==> src/rtl/fetch_bus_pkg.sv <==
package fetch_bus_pkg;
  typedef enum logic [2:0] {
    BS_IDLE,
    BS_T1,
    BS_T2,
    BS_T3,
    BS_T4
  } bus_state_e;

  typedef enum logic [1:0] {
    XK_FETCH,
    XK_DRD,
    XK_DWR
  } xfer_kind_e;
endpackage

==> src/rtl/fetch_queue.sv <==
module fetch_queue #(
  parameter int unsigned DEPTH = 4,
  parameter int unsigned DW    = 8,
  localparam int unsigned PW   = (DEPTH > 1) ? $clog2(DEPTH) : 1,
  localparam int unsigned CW   = $clog2(DEPTH + 1)
) (
  input  logic          clk_i,
  input  logic          rst_ni,
  input  logic          flush_i,
  input  logic          push_i,
  input  logic [DW-1:0] din_i,
  input  logic          pop_i,
  output logic [DW-1:0] head_o,
  output logic          valid_o,
  output logic [CW-1:0] count_o
);
  logic [DW-1:0] mem [DEPTH];
  logic [PW-1:0] rd_ptr, wr_ptr;
  logic [CW-1:0] cnt;
  logic          do_pop;

  function automatic logic [PW-1:0] ptr_inc(input logic [PW-1:0] p);
    return (p == PW'(DEPTH - 1)) ? '0 : p + PW'(1);
  endfunction

  assign do_pop = pop_i && (cnt != '0);

  always_ff @(posedge clk_i or negedge rst_ni) begin
    if (!rst_ni) begin
      rd_ptr <= '0;
      wr_ptr <= '0;
      cnt    <= '0;
    end else if (flush_i) begin
      rd_ptr <= '0;
      wr_ptr <= '0;
      cnt    <= '0;
    end else begin
      if (push_i) wr_ptr <= ptr_inc(wr_ptr);
      if (do_pop) rd_ptr <= ptr_inc(rd_ptr);
      cnt <= cnt + CW'(push_i) - CW'(do_pop);
    end
  end

  always_ff @(posedge clk_i) begin
    if (push_i && !flush_i) mem[wr_ptr] <= din_i;
  end

  assign head_o  = mem[rd_ptr];
  assign valid_o = (cnt != '0);
  assign count_o = cnt;
endmodule

==> src/rtl/bus_seq.sv <==
module bus_seq
  import fetch_bus_pkg::*;
(
  input  logic       clk_i,
  input  logic       rst_ni,
  input  logic       start_i,
  input  logic       ready_i,
  output bus_state_e state_o,
  output logic       decide_o
);
  bus_state_e state_d;

  always_comb begin
    state_d = state_o;
    unique case (state_o)
      BS_IDLE: state_d = start_i ? BS_T1 : BS_IDLE;
      BS_T1:   state_d = BS_T2;
      BS_T2:   state_d = BS_T3;
      BS_T3:   state_d = ready_i ? BS_T4 : BS_T3;
      BS_T4:   state_d = start_i ? BS_T1 : BS_IDLE;
      default: state_d = BS_IDLE;
    endcase
  end

  always_ff @(posedge clk_i or negedge rst_ni) begin
    if (!rst_ni) state_o <= BS_IDLE;
    else         state_o <= state_d;
  end

  // next transfer is chosen only when nothing else is in flight
  assign decide_o = (state_o == BS_IDLE) || (state_o == BS_T4);
endmodule

==> src/rtl/fetch_bus_unit.sv <==
module fetch_bus_unit
  import fetch_bus_pkg::*;
#(
  parameter int unsigned    DEPTH    = 4,
  parameter int unsigned    DW       = 8,
  parameter int unsigned    SEG_W    = 16,
  parameter int unsigned    PA_W     = 20,
  parameter logic [PA_W-1:0] RESET_PA = 20'hFFFF0
) (
  input  logic              clk_i,
  input  logic              rst_ni,
  output logic [PA_W-1:0]   bus_addr_o,
  output logic [DW-1:0]     bus_wdata_o,
  input  logic [DW-1:0]     bus_rdata_i,
  output logic              bus_ale_o,
  output logic              bus_rd_o,
  output logic              bus_wr_o,
  input  logic              bus_ready_i,
  output logic [DW-1:0]     q_byte_o,
  output logic              q_valid_o,
  input  logic              q_pop_i,
  input  logic              dreq_i,
  input  logic              dreq_we_i,
  input  logic              dreq_word_i,
  input  logic [SEG_W-1:0]  dreq_seg_i,
  input  logic [SEG_W-1:0]  dreq_off_i,
  input  logic [2*DW-1:0]   dreq_wdata_i,
  output logic              done_o,
  output logic [2*DW-1:0]   rdata_o,
  input  logic              redir_i,
  input  logic [SEG_W-1:0]  redir_seg_i,
  input  logic [SEG_W-1:0]  redir_off_i
);
  localparam int unsigned CW = $clog2(DEPTH + 1);
  localparam int unsigned SH = PA_W - SEG_W;

  function automatic logic [PA_W-1:0] phys(input logic [SEG_W-1:0] s, input logic [SEG_W-1:0] o);
    return {s, {SH{1'b0}}} + {{SH{1'b0}}, o};
  endfunction

  bus_state_e       bus_state;
  logic             decide;
  logic             start;
  logic [CW-1:0]    q_count;
  logic [CW:0]      cnt_next;

  xfer_kind_e       kind_q, kind_d;
  logic [PA_W-1:0]  addr_q, addr_d;
  logic [DW-1:0]    wbyte_q, wbyte_d;
  logic [PA_W-1:0]  pf_addr, pf_next;
  logic             discard_q;
  logic             dphase_q, dphase_d;
  logic [DW-1:0]    dlow_q;
  logic             done_q;
  logic [2*DW-1:0]  rdata_q;

  logic busy, at_t4, fetch_cmpl, data_first, data_last;
  logic push, pop, data_want, fetch_want;

  assign busy       = (bus_state != BS_IDLE);
  assign at_t4      = (bus_state == BS_T4);
  assign fetch_cmpl = at_t4 && (kind_q == XK_FETCH);
  assign data_first = at_t4 && (kind_q != XK_FETCH) && dreq_word_i && !dphase_q;
  assign data_last  = at_t4 && (kind_q != XK_FETCH) && !(dreq_word_i && !dphase_q);

  // redirect wins over a same-cycle pop and over a completing fetch
  assign push = fetch_cmpl && !discard_q && !redir_i;
  assign pop  = q_pop_i && q_valid_o && !redir_i;

  assign cnt_next = redir_i ? '0
                  : ({1'b0, q_count} + (CW+1)'(push) - (CW+1)'(pop));

  assign pf_next = redir_i ? phys(redir_seg_i, redir_off_i)
                 : ((fetch_cmpl && !discard_q) ? pf_addr + PA_W'(1) : pf_addr);

  // done cycle blocks a re-grant while the requester drops its strobe
  assign data_want  = dreq_i && !done_q && !data_last;
  assign fetch_want = (cnt_next < (CW+1)'(DEPTH));
  assign start      = decide && (data_want || fetch_want);

  assign dphase_d = data_first ? 1'b1 : (data_last ? 1'b0 : dphase_q);

  always_comb begin
    if (data_want) begin
      kind_d  = dreq_we_i ? XK_DWR : XK_DRD;
      addr_d  = phys(dreq_seg_i, dreq_off_i) + PA_W'(dphase_d);
      wbyte_d = dphase_d ? dreq_wdata_i[2*DW-1:DW] : dreq_wdata_i[DW-1:0];
    end else begin
      kind_d  = XK_FETCH;
      addr_d  = pf_next;
      wbyte_d = '0;
    end
  end

  always_ff @(posedge clk_i or negedge rst_ni) begin
    if (!rst_ni) begin
      kind_q    <= XK_FETCH;
      addr_q    <= '0;
      wbyte_q   <= '0;
      pf_addr   <= RESET_PA;
      discard_q <= 1'b0;
      dphase_q  <= 1'b0;
      dlow_q    <= '0;
      done_q    <= 1'b0;
      rdata_q   <= '0;
    end else begin
      pf_addr  <= pf_next;
      done_q   <= data_last;
      dphase_q <= dphase_d;
      if (start) begin
        kind_q  <= kind_d;
        addr_q  <= addr_d;
        wbyte_q <= wbyte_d;
      end
      if (redir_i && busy && (kind_q == XK_FETCH) && !at_t4) discard_q <= 1'b1;
      else if (at_t4)                                         discard_q <= 1'b0;
      if (data_first) dlow_q <= bus_rdata_i;
      if (data_last && (kind_q == XK_DRD))
        rdata_q <= dphase_q ? {bus_rdata_i, dlow_q} : {{DW{1'b0}}, bus_rdata_i};
    end
  end

  bus_seq u_seq (
    .clk_i   (clk_i),
    .rst_ni  (rst_ni),
    .start_i (start),
    .ready_i (bus_ready_i),
    .state_o (bus_state),
    .decide_o(decide)
  );

  fetch_queue #(.DEPTH(DEPTH), .DW(DW)) u_queue (
    .clk_i  (clk_i),
    .rst_ni (rst_ni),
    .flush_i(redir_i),
    .push_i (push),
    .din_i  (bus_rdata_i),
    .pop_i  (pop),
    .head_o (q_byte_o),
    .valid_o(q_valid_o),
    .count_o(q_count)
  );

  assign bus_addr_o  = addr_q;
  assign bus_wdata_o = wbyte_q;
  assign bus_ale_o   = (bus_state == BS_T1);
  assign bus_rd_o    = busy && (kind_q != XK_DWR);
  assign bus_wr_o    = busy && (kind_q == XK_DWR);
  assign done_o      = done_q;
  assign rdata_o     = rdata_q;
endmodule

==> config.mk <==
export PLATFORM = sky130hd
export DESIGN_NAME = fetch_bus_unit
export DESIGN_NICKNAME = d
export VERILOG_FILES = /design/src/rtl/fetch_bus_pkg.sv /design/src/rtl/fetch_queue.sv /design/src/rtl/bus_seq.sv /design/src/rtl/fetch_bus_unit.sv
export SDC_FILE = /design/constraint.sdc
export NUM_CORES = 1
export LEC_CHECK = 0
export BUFFER_PORTS_ARGS = -buffer_cell sky130_fd_sc_hd__clkbuf_2
export CAP_MARGIN = 20
export CORE_UTILIZATION = 59
export CTS_CLUSTER_SIZE = 8
export DETAILED_ROUTE_END_ITERATION = 7
export GPL_ROUTABILITY_DRIVEN = 0
export PLACE_DENSITY = 0.86
export SKIP_CTS_REPAIR_TIMING = 1
export SYNTH_ARGS = -nofsm -noshare
export SYNTH_HDL_FRONTEND = slang
export SYNTH_SLANG_ARGS = --single-unit
==> constraint.sdc <==
create_clock -name clk_i -period 6.93 [get_ports clk_i]
set_input_delay 0 -clock clk_i [delete_from_list [all_inputs] [get_ports clk_i]]
set_output_delay 0 -clock clk_i [all_outputs]
set_load 0.01 [all_outputs]
==> results of run 1 <==
-- power by group through the flow --
stage,clock network (mW),registers (mW),logic (mW)
4_1_cts,0.798,1.03,0.818
6_report,0.800,1.03,0.887
3_5_place_dp,0,1.03,0.804
3_3_place_gp,0,1.02,0.772
2_1_floorplan,0,1.02,0.562
5_1_grt,0.834,1.05,0.979
-- through the flow --
step	area [um^2]	instances
floorplan	6925	680
global placement	7744	951
detailed placement	7744	951
CTS	8282	983
global route	8650	1018
finish	8650	1018
-- worst paths after layout --
kind,end,slack (ns),cells after the start
worst max register to register,bus_addr_o[19],2.90,13
max in group asynchronous,discard_q,5.79,3
worst min-delay path,pf_addr[18],0.005,3
worst min register to register,bus_wdata_o[1],0.48,2
worst max-delay path,bus_addr_o[19],2.90,13
min in group asynchronous,bus_addr_o[10],0.01,2
-- flip-flops by register name, indices dropped and copies added (netlist names), 2 cells and up --
| register | cells |
|---|---|
| dlow_q | 8 |
| kind_q | 2 |
| u_queue.count_o | 3 |
| u_queue.mem | 32 |
| bus_addr_o | 20 |
| pf_addr | 20 |
| rdata_o | 16 |
| u_seq.state_o | 3 |
| bus_wdata_o | 8 |
| u_queue.wr_ptr | 2 |
| u_queue.rd_ptr | 2 |
-- cells by family after synthesis --
group | count (synthesis) | synth area share, %
AO/OA/AOI/OAI | 159 | 14.56
XOR/XNOR | 42 | 5.312
adder cells (fa/ha/maj) | 39 | 7.263
buffers and inverters | 49 | 3.433
flip-flops | 119 | 45.60
multiplexers | 39 | 7.263
AND/OR/NAND/NOR | 233 | 16.57
-- worst min-delay path, delay by kind of cell --
family                 cells  cell delay (ns)
AO/OA/AOI/OAI              1             0.16
XOR/XNOR                   1             0.11
buffers and inverters      1             0.10
-- layer usage --
layer  part of all wire [%]  GRT usage [%]
met2                     51          49.69
met3                    7.2          5.409
met5                      0              0
met4                    3.2          12.41
met1                     39          34.79
-- cells in the final DEF (no fill, tap or decap), types with 14 or more instances in the layout --
| cell | n |
|---|---|
| clkbuf_2 | 151 |
| nand2_1 | 91 |
| dfrtp_1 | 71 |
| o21ai_0 | 52 |
| nor2_1 | 50 |
| ha_1 | 37 |
| a21oi_1 | 36 |
| dlygate4sd3_1 | 34 |
| edfxtp_1 | 32 |
| xnor2_1 | 22 |
| inv_1 | 21 |
| mux2i_1 | 21 |
| xor2_1 | 20 |
| clkbuf_16 | 17 |
| nand3_1 | 16 |
| dfstp_2 | 16 |
| a31oi_1 | 14 |
-- area by class of cell --
cell class              instances  area [um^2]
inverters                      21        78.83
clock buffers                  18        439.2
flip-flops and latches        119         3158
fillers                       706         2769
clock inverters                14        98.84
multi-input cells             512         3535
well taps                     143        178.9
repair buffers                191         1161
==> flow_summary.yaml, run 1 <==
status:
  status: "finished clean"
grt:
  gr-total-overflow: 0
  grt_max_degree: 68
  grt_use_total_pct: 28.66
  antenna_found_initial: 0
  grt_pass1_wl_um: 26590
  first_global_vias: 5701
logic_synthesis:
  ys_warn_count: 0
  synthDominantCellAreaShare_pct: 25.65
  synth.cell_area_mm2: 0.006925
  yosysTopAreaCell: "dfrtp_1"
  ys_types: 70
  synth_enable_flop_cells: 32
  synthMostInstantiatedCell: "nand2_1"
  syn_avg_cell_area_um2: 10.18
  async_flop_share_pct: 73.11
  ys_seq_elements: 119
  synthTopCellsByArea: "dfrtp_1 26%, edfxtp_1 14%, ha_1 6.7%"
  syn_nets: 815
  ys_seq_area_share_pct: 45.60
  synth_cells: 680
  synth_ff_type: "dfrtp_1"
  synth_common_cells: "91 x nand2_1, 71 x dfrtp_1, 52 x o21ai_0, 50 x nor2_1, 37 x ha_1"
timing:
  setup_tns_ns: 0
  worst_pin_slew_ns: 0.9436
  skew_ns: 0.01207
  achievable-frequency_mhz: 247.9
  setup_slack_ns: 2.897
  hold_viol: 0
  slew_headroom_pct: 36.91
  drv_slew: 0
  post-route-period-util_pct: 58.20
  whs_ns: 0.004698
  rsz0062_at_grt: "false"
  setup_viol_count_final: 0
  finalCriticalPeriod_ns: 4.033
critical_path:
  crit_fanout: 10
  critPathRequiredTime_ns: 7.24
  crit_start: "u_seq.state_o[0]"
  critPathMaxStageDelay_ns: 0.47
  worstPathArrival_ns: 4.34
  cp-end-kind: "register"
  crit_buf_inv: 0
  critPathSlowestCell: "a21o_1"
  r2r-start: "u_seq.state_o[0]"
  crit_top_cell: "a31oi_1"
  critPathKind: "reg -> reg"
  cp-start-kind: "register"
  cp_top_family: "simple AND/OR/NAND/NOR gates"
  path_cells: "nor3b_4, o21ai_0, nor2_2, a21o_1, ha_1, nand3_1, or2_2, a21oi_1, o21bai_1, a31oi_1, nand4_1, xor2_1, a31oi_1"
power_and_ir_drop:
  p_sw_share_pct: 35.82
  p_clk_share_pct: 29.4
  comb_power_share_pct: 32.6
  power.total_mw: 2.722
  seqPwrFrac_pct: 38.0
  intPower_mw: 1.747
  p_leak_nw: 3.907
  powerDensity_mw_per_mm2: 314.7
  p_sw_mw: 0.9752
  ir_worst_vdd_mv: 0.2187
die:
  die_y_um: 110.3
  core-area_mm2: 0.01142
  die_w_um: 110.3
  die-area_mm2: 0.01217
  row_count: 39
  io-pin-count: 153
  start_util_pct: 60.65
drt:
  first_iter_violations: 589
  ant_nets: 0
  avgViaCountPerCell: 5.967
  drtPass1Iterations: 7
  wl_per_cell_um: 17.65
  vias: 6074
  totalWireLength_um: 17970
  drc: 0
clocking:
  clock-root-buffer: "clkbuf_16"
  cts_tree: "yes"
  cts.sinks: 119
  clockBufferDepth: 2
  htree_levels: 4
  numCtsBuffers: 17
  path_clk_slew_ns: 0.05
  worst_skew_pair.late_latency_ns: 0.42
min_path:
  min_from: "redir_seg_i[14]"
  hold_class: "in -> reg"
finish:
  post-route-util_pct: 75.75
  fin_nets: 997
  antenna_cells: 0
  drive_gt1_share_pct: 27.54
  syn_to_final_growth_pct: 24.90
placed_design:
  portBuffers: 152
  dp_hpwl_um: 11980
  dp_worst_setup_slack_ns: 3.134
run:
  cap_violations: 0
Power figures use the tool's default switching activity.
==> run 2: changes to the inputs <==
--- a/config.mk
+++ b/config.mk
@@ -5,13 +5,14 @@
 export SDC_FILE = /design/constraint.sdc
 export NUM_CORES = 1
 export LEC_CHECK = 0
+export ABC_AREA = 1
 export BUFFER_PORTS_ARGS = -buffer_cell sky130_fd_sc_hd__clkbuf_2
 export CAP_MARGIN = 20
-export CORE_UTILIZATION = 59
+export CORE_UTILIZATION = 51
 export CTS_CLUSTER_SIZE = 8
 export DETAILED_ROUTE_END_ITERATION = 7
 export GPL_ROUTABILITY_DRIVEN = 0
-export PLACE_DENSITY = 0.86
+export PLACE_DENSITY = 0.78
 export SKIP_CTS_REPAIR_TIMING = 1
 export SYNTH_ARGS = -nofsm -noshare
 export SYNTH_HDL_FRONTEND = slang
==> constraint.sdc (replaced) <==
create_clock -name clk_i -period 3.5 [get_ports clk_i]
set_input_delay 0 -clock clk_i [delete_from_list [all_inputs] [get_ports clk_i]]
set_output_delay 0 -clock clk_i [all_outputs]
set_load 0.01 [all_outputs]
==> flow_summary.yaml, run 2 <==
status:
  status: "finished with violations"
  violations: "hold timing"
die:
  row_count: 44
  die_w_um: 124.0
  die_y_um: 124.0
  start_util_pct: 52.25
  io-pin-count: 153
  die-area_mm2: 0.01538
  core-area_mm2: 0.01453
finish:
  fin_nets: 1347
  post-route-util_pct: 65.01
  regMostFlops: "u_queue.mem"
  final_area_mm2: 0.009448
  mostFrequentLayoutCells: "334 x nand2_1, 151 x clkbuf_2, 115 x inv_1"
  antenna_cells: 0
  syn_to_final_growth_pct: 24.42
  final_common_cell: "nand2_1"
  drive_gt1_share_pct: 18.86
  fillerInstances: 1270
  largest_reg_flops: 32
timing:
  setup_slack_ns: 0.6423
  drv_slew: 0
  slew_headroom_pct: 28.61
  rsz0062_at_grt: "false"
  whs_ns: -0.06301
  worst_pin_slew_ns: 1.063
  post-route-period-util_pct: 81.65
  hold_viol: 4
  skew_ns: 0.008262
  setup_viol_count_final: 0
  achievable-frequency_mhz: 349.9
  setup_tns_ns: 0
  finalCriticalPeriod_ns: 2.858
clocking:
  cts_tree: "yes"
  path_clk_slew_ns: 0.06
  worst_skew_pair.late_latency_ns: 0.42
  clockBufferDepth: 2
  cts.sinks: 119
  numCtsBuffers: 17
  htree_levels: 4
  clock-root-buffer: "clkbuf_16"
critical_path:
  cp-start-kind: "register"
  path_depth: 16
  r2r-start: "u_seq.state_o[0]"
  crit_buf_inv: 1
  crit_start: "u_seq.state_o[0]"
  crit_top_cell: "nand2_1"
  critPathMaxStageDelay_ns: 0.40
  cp-end-kind: "register"
  worstPathArrival_ns: 3.21
  setup.worst_path.end: "bus_addr_o[8]"
  crit_fanout: 11
  rr_worst_depth: 16
  timing.rr.end: "bus_addr_o[8]"
  critPathKind: "reg -> reg"
  path_cells: "nor2_4, nand2_4, nor2_2, nand2_1, nand2_2, ha_1, ha_1, nand3_1, o21ai_1, nand2_1, nand2_1, inv_2, or2_2, nand3_1, nand3_1, nand2_1"
  critPathRequiredTime_ns: 3.85
  ff2ff_setup_slack_ns: 0.64
  cp_top_family: "simple AND/OR/NAND/NOR gates"
  critPathSlowestCell: "dfrtp_1"
logic_synthesis:
  synth_xor_area_share_pct: 1.153
  synth_ff_type: "dfrtp_1"
  synth_enable_flop_cells: 32
  synth_common_cells: "334 x nand2_1, 115 x inv_1, 92 x nand3_1, 87 x nor2_1, 71 x dfrtp_1"
  ys_warn_count: 0
  ys_types: 45
  yosysTopAreaCell: "dfrtp_1"
  ys_seq_area_share_pct: 41.59
  synth-adder-area-share_pct: 6.624
  synthMostInstantiatedCell: "nand2_1"
  syn_avg_cell_area_um2: 7.408
  synth.cell_area_mm2: 0.007594
  synthTopCellsByArea: "dfrtp_1 23%, nand2_1 17%, edfxtp_1 13%"
  synthSimpleGateAreaFrac_pct: 32.20
  async_flop_share_pct: 73.11
  synth_top_family_by_area: "simple AND/OR/NAND/NOR gates"
  ys_seq_elements: 119
  synth_compound_area_share_pct: 10.86
  synth_mux_area_share_pct: 0
  syn_nets: 1160
  synth_cells: 1025
  synthDominantCellAreaShare_pct: 23.40
placed_design:
  dp_worst_setup_slack_ns: 0.6316
  portBuffers: 152
  dp_hpwl_um: 14440
  place_area_mm2: 0.008527
drt:
  ant_nets: 0
  first_iter_violations: 511
  drtPass1Iterations: 5
  vias: 7460
  avgViaCountPerCell: 5.295
  drc: 0
  wl_per_cell_um: 14.37
  totalWireLength_um: 20240
min_path:
  min_path_cells: 5
  hold_class: "in -> reg"
grt:
  grt_max_degree: 64
  gr-total-overflow: 0
  grt_use_total_pct: 26.79
  first_global_vias: 6583
  antenna_found_initial: 0
  grt_pass1_wl_um: 31330
power_and_ir_drop:
  power.total_mw: 5.993
  powerDensity_mw_per_mm2: 634.3
  ir_worst_vdd_mv: 0.3977
  p_leak_nw: 4.800
run:
  cap_violations: 0
==> run 2: cell count changes after synthesis, sizes merged, moves of 10 or more <==
cell / change
a31oi: -13
inv: +98
mux2: -10
mux2i: -21
nand2: +246
nand3: +78
nor2: +44
o21ai: +15
o31ai: -10
xnor2: -21
xor2: -11
==> run 2: worst min-delay path by stage <==
stage / startpoint / end
detailed placement: rst_ni / u_queue.rd_ptr[0]
floorplan: rst_ni / bus_addr_o[0]
global placement: rst_ni / u_queue.rd_ptr[1]
finish: dreq_wdata_i[9] / bus_wdata_o[1]
global route: dreq_wdata_i[9] / bus_wdata_o[1]
CTS: rst_ni / u_queue.rd_ptr[1]
==> run 2: cell families (layout without fill, tap and decap cells) <==
family,count (synthesis),in the layout
buffers and inverters,144,344
DFF,119,119
and+or+nand+nor,568,568
AOI/OAI and AO/OA,145,145
xor gates and xnor gates,10,10
adders and majority gates,39,39
==> run 2: worst min-delay path, delay by kind of cell <==
family,cells,cell delay [ns]
compound gates,1,0.07
simple gates,3,0.16
buf+inv,1,0.09
==> run 2: report_power, final <==
group / internal (mW) / total (mW) / switching [mW] / leakage [nW]
clock network: 1.07 / 1.74 / 0.665 / 0.283
logic: 0.793 / 2.16 / 1.37 / 3.17
registers: 1.81 / 2.09 / 0.278 / 1.35
total: 3.68 / 5.99 / 2.31 / 4.80
==> run 2: per-layer routing <==
metal	GRT usage, %	part of all wire (%)	up-vias
met1	36.47	44	3425
li1	-	-	3717
met4	9.524	1.7	0
met2	42.88	47	293
met3	4.670	6.6	25
met5	0	0	-
==> run 2: final cells by class <==
| type | count | area (um^2) | share of cell area, % |
|---|---|---|---|
| repair buffers | 193 | 1154 | 12.21 |
| clock buffers | 19 | 442.9 | 4.688 |
| clock inverters | 13 | 147.6 | 1.563 |
| inverters | 119 | 446.7 | 4.728 |
| flip-flops and latches | 119 | 3158 | 33.43 |
| multi-input cells | 762 | 3869 | 40.95 |
| well taps | 184 | 230.2 | 2.437 |
==> run 2: through the flow <==
step	hold slack (ns)	cells
after global routing	0.009391	1409
after detailed placement	0.1487	1344
after floorplan	-0.2956	1025
after CTS	-0.2975	1376
after global placement	0.1422	1344
final	-0.06301	1409
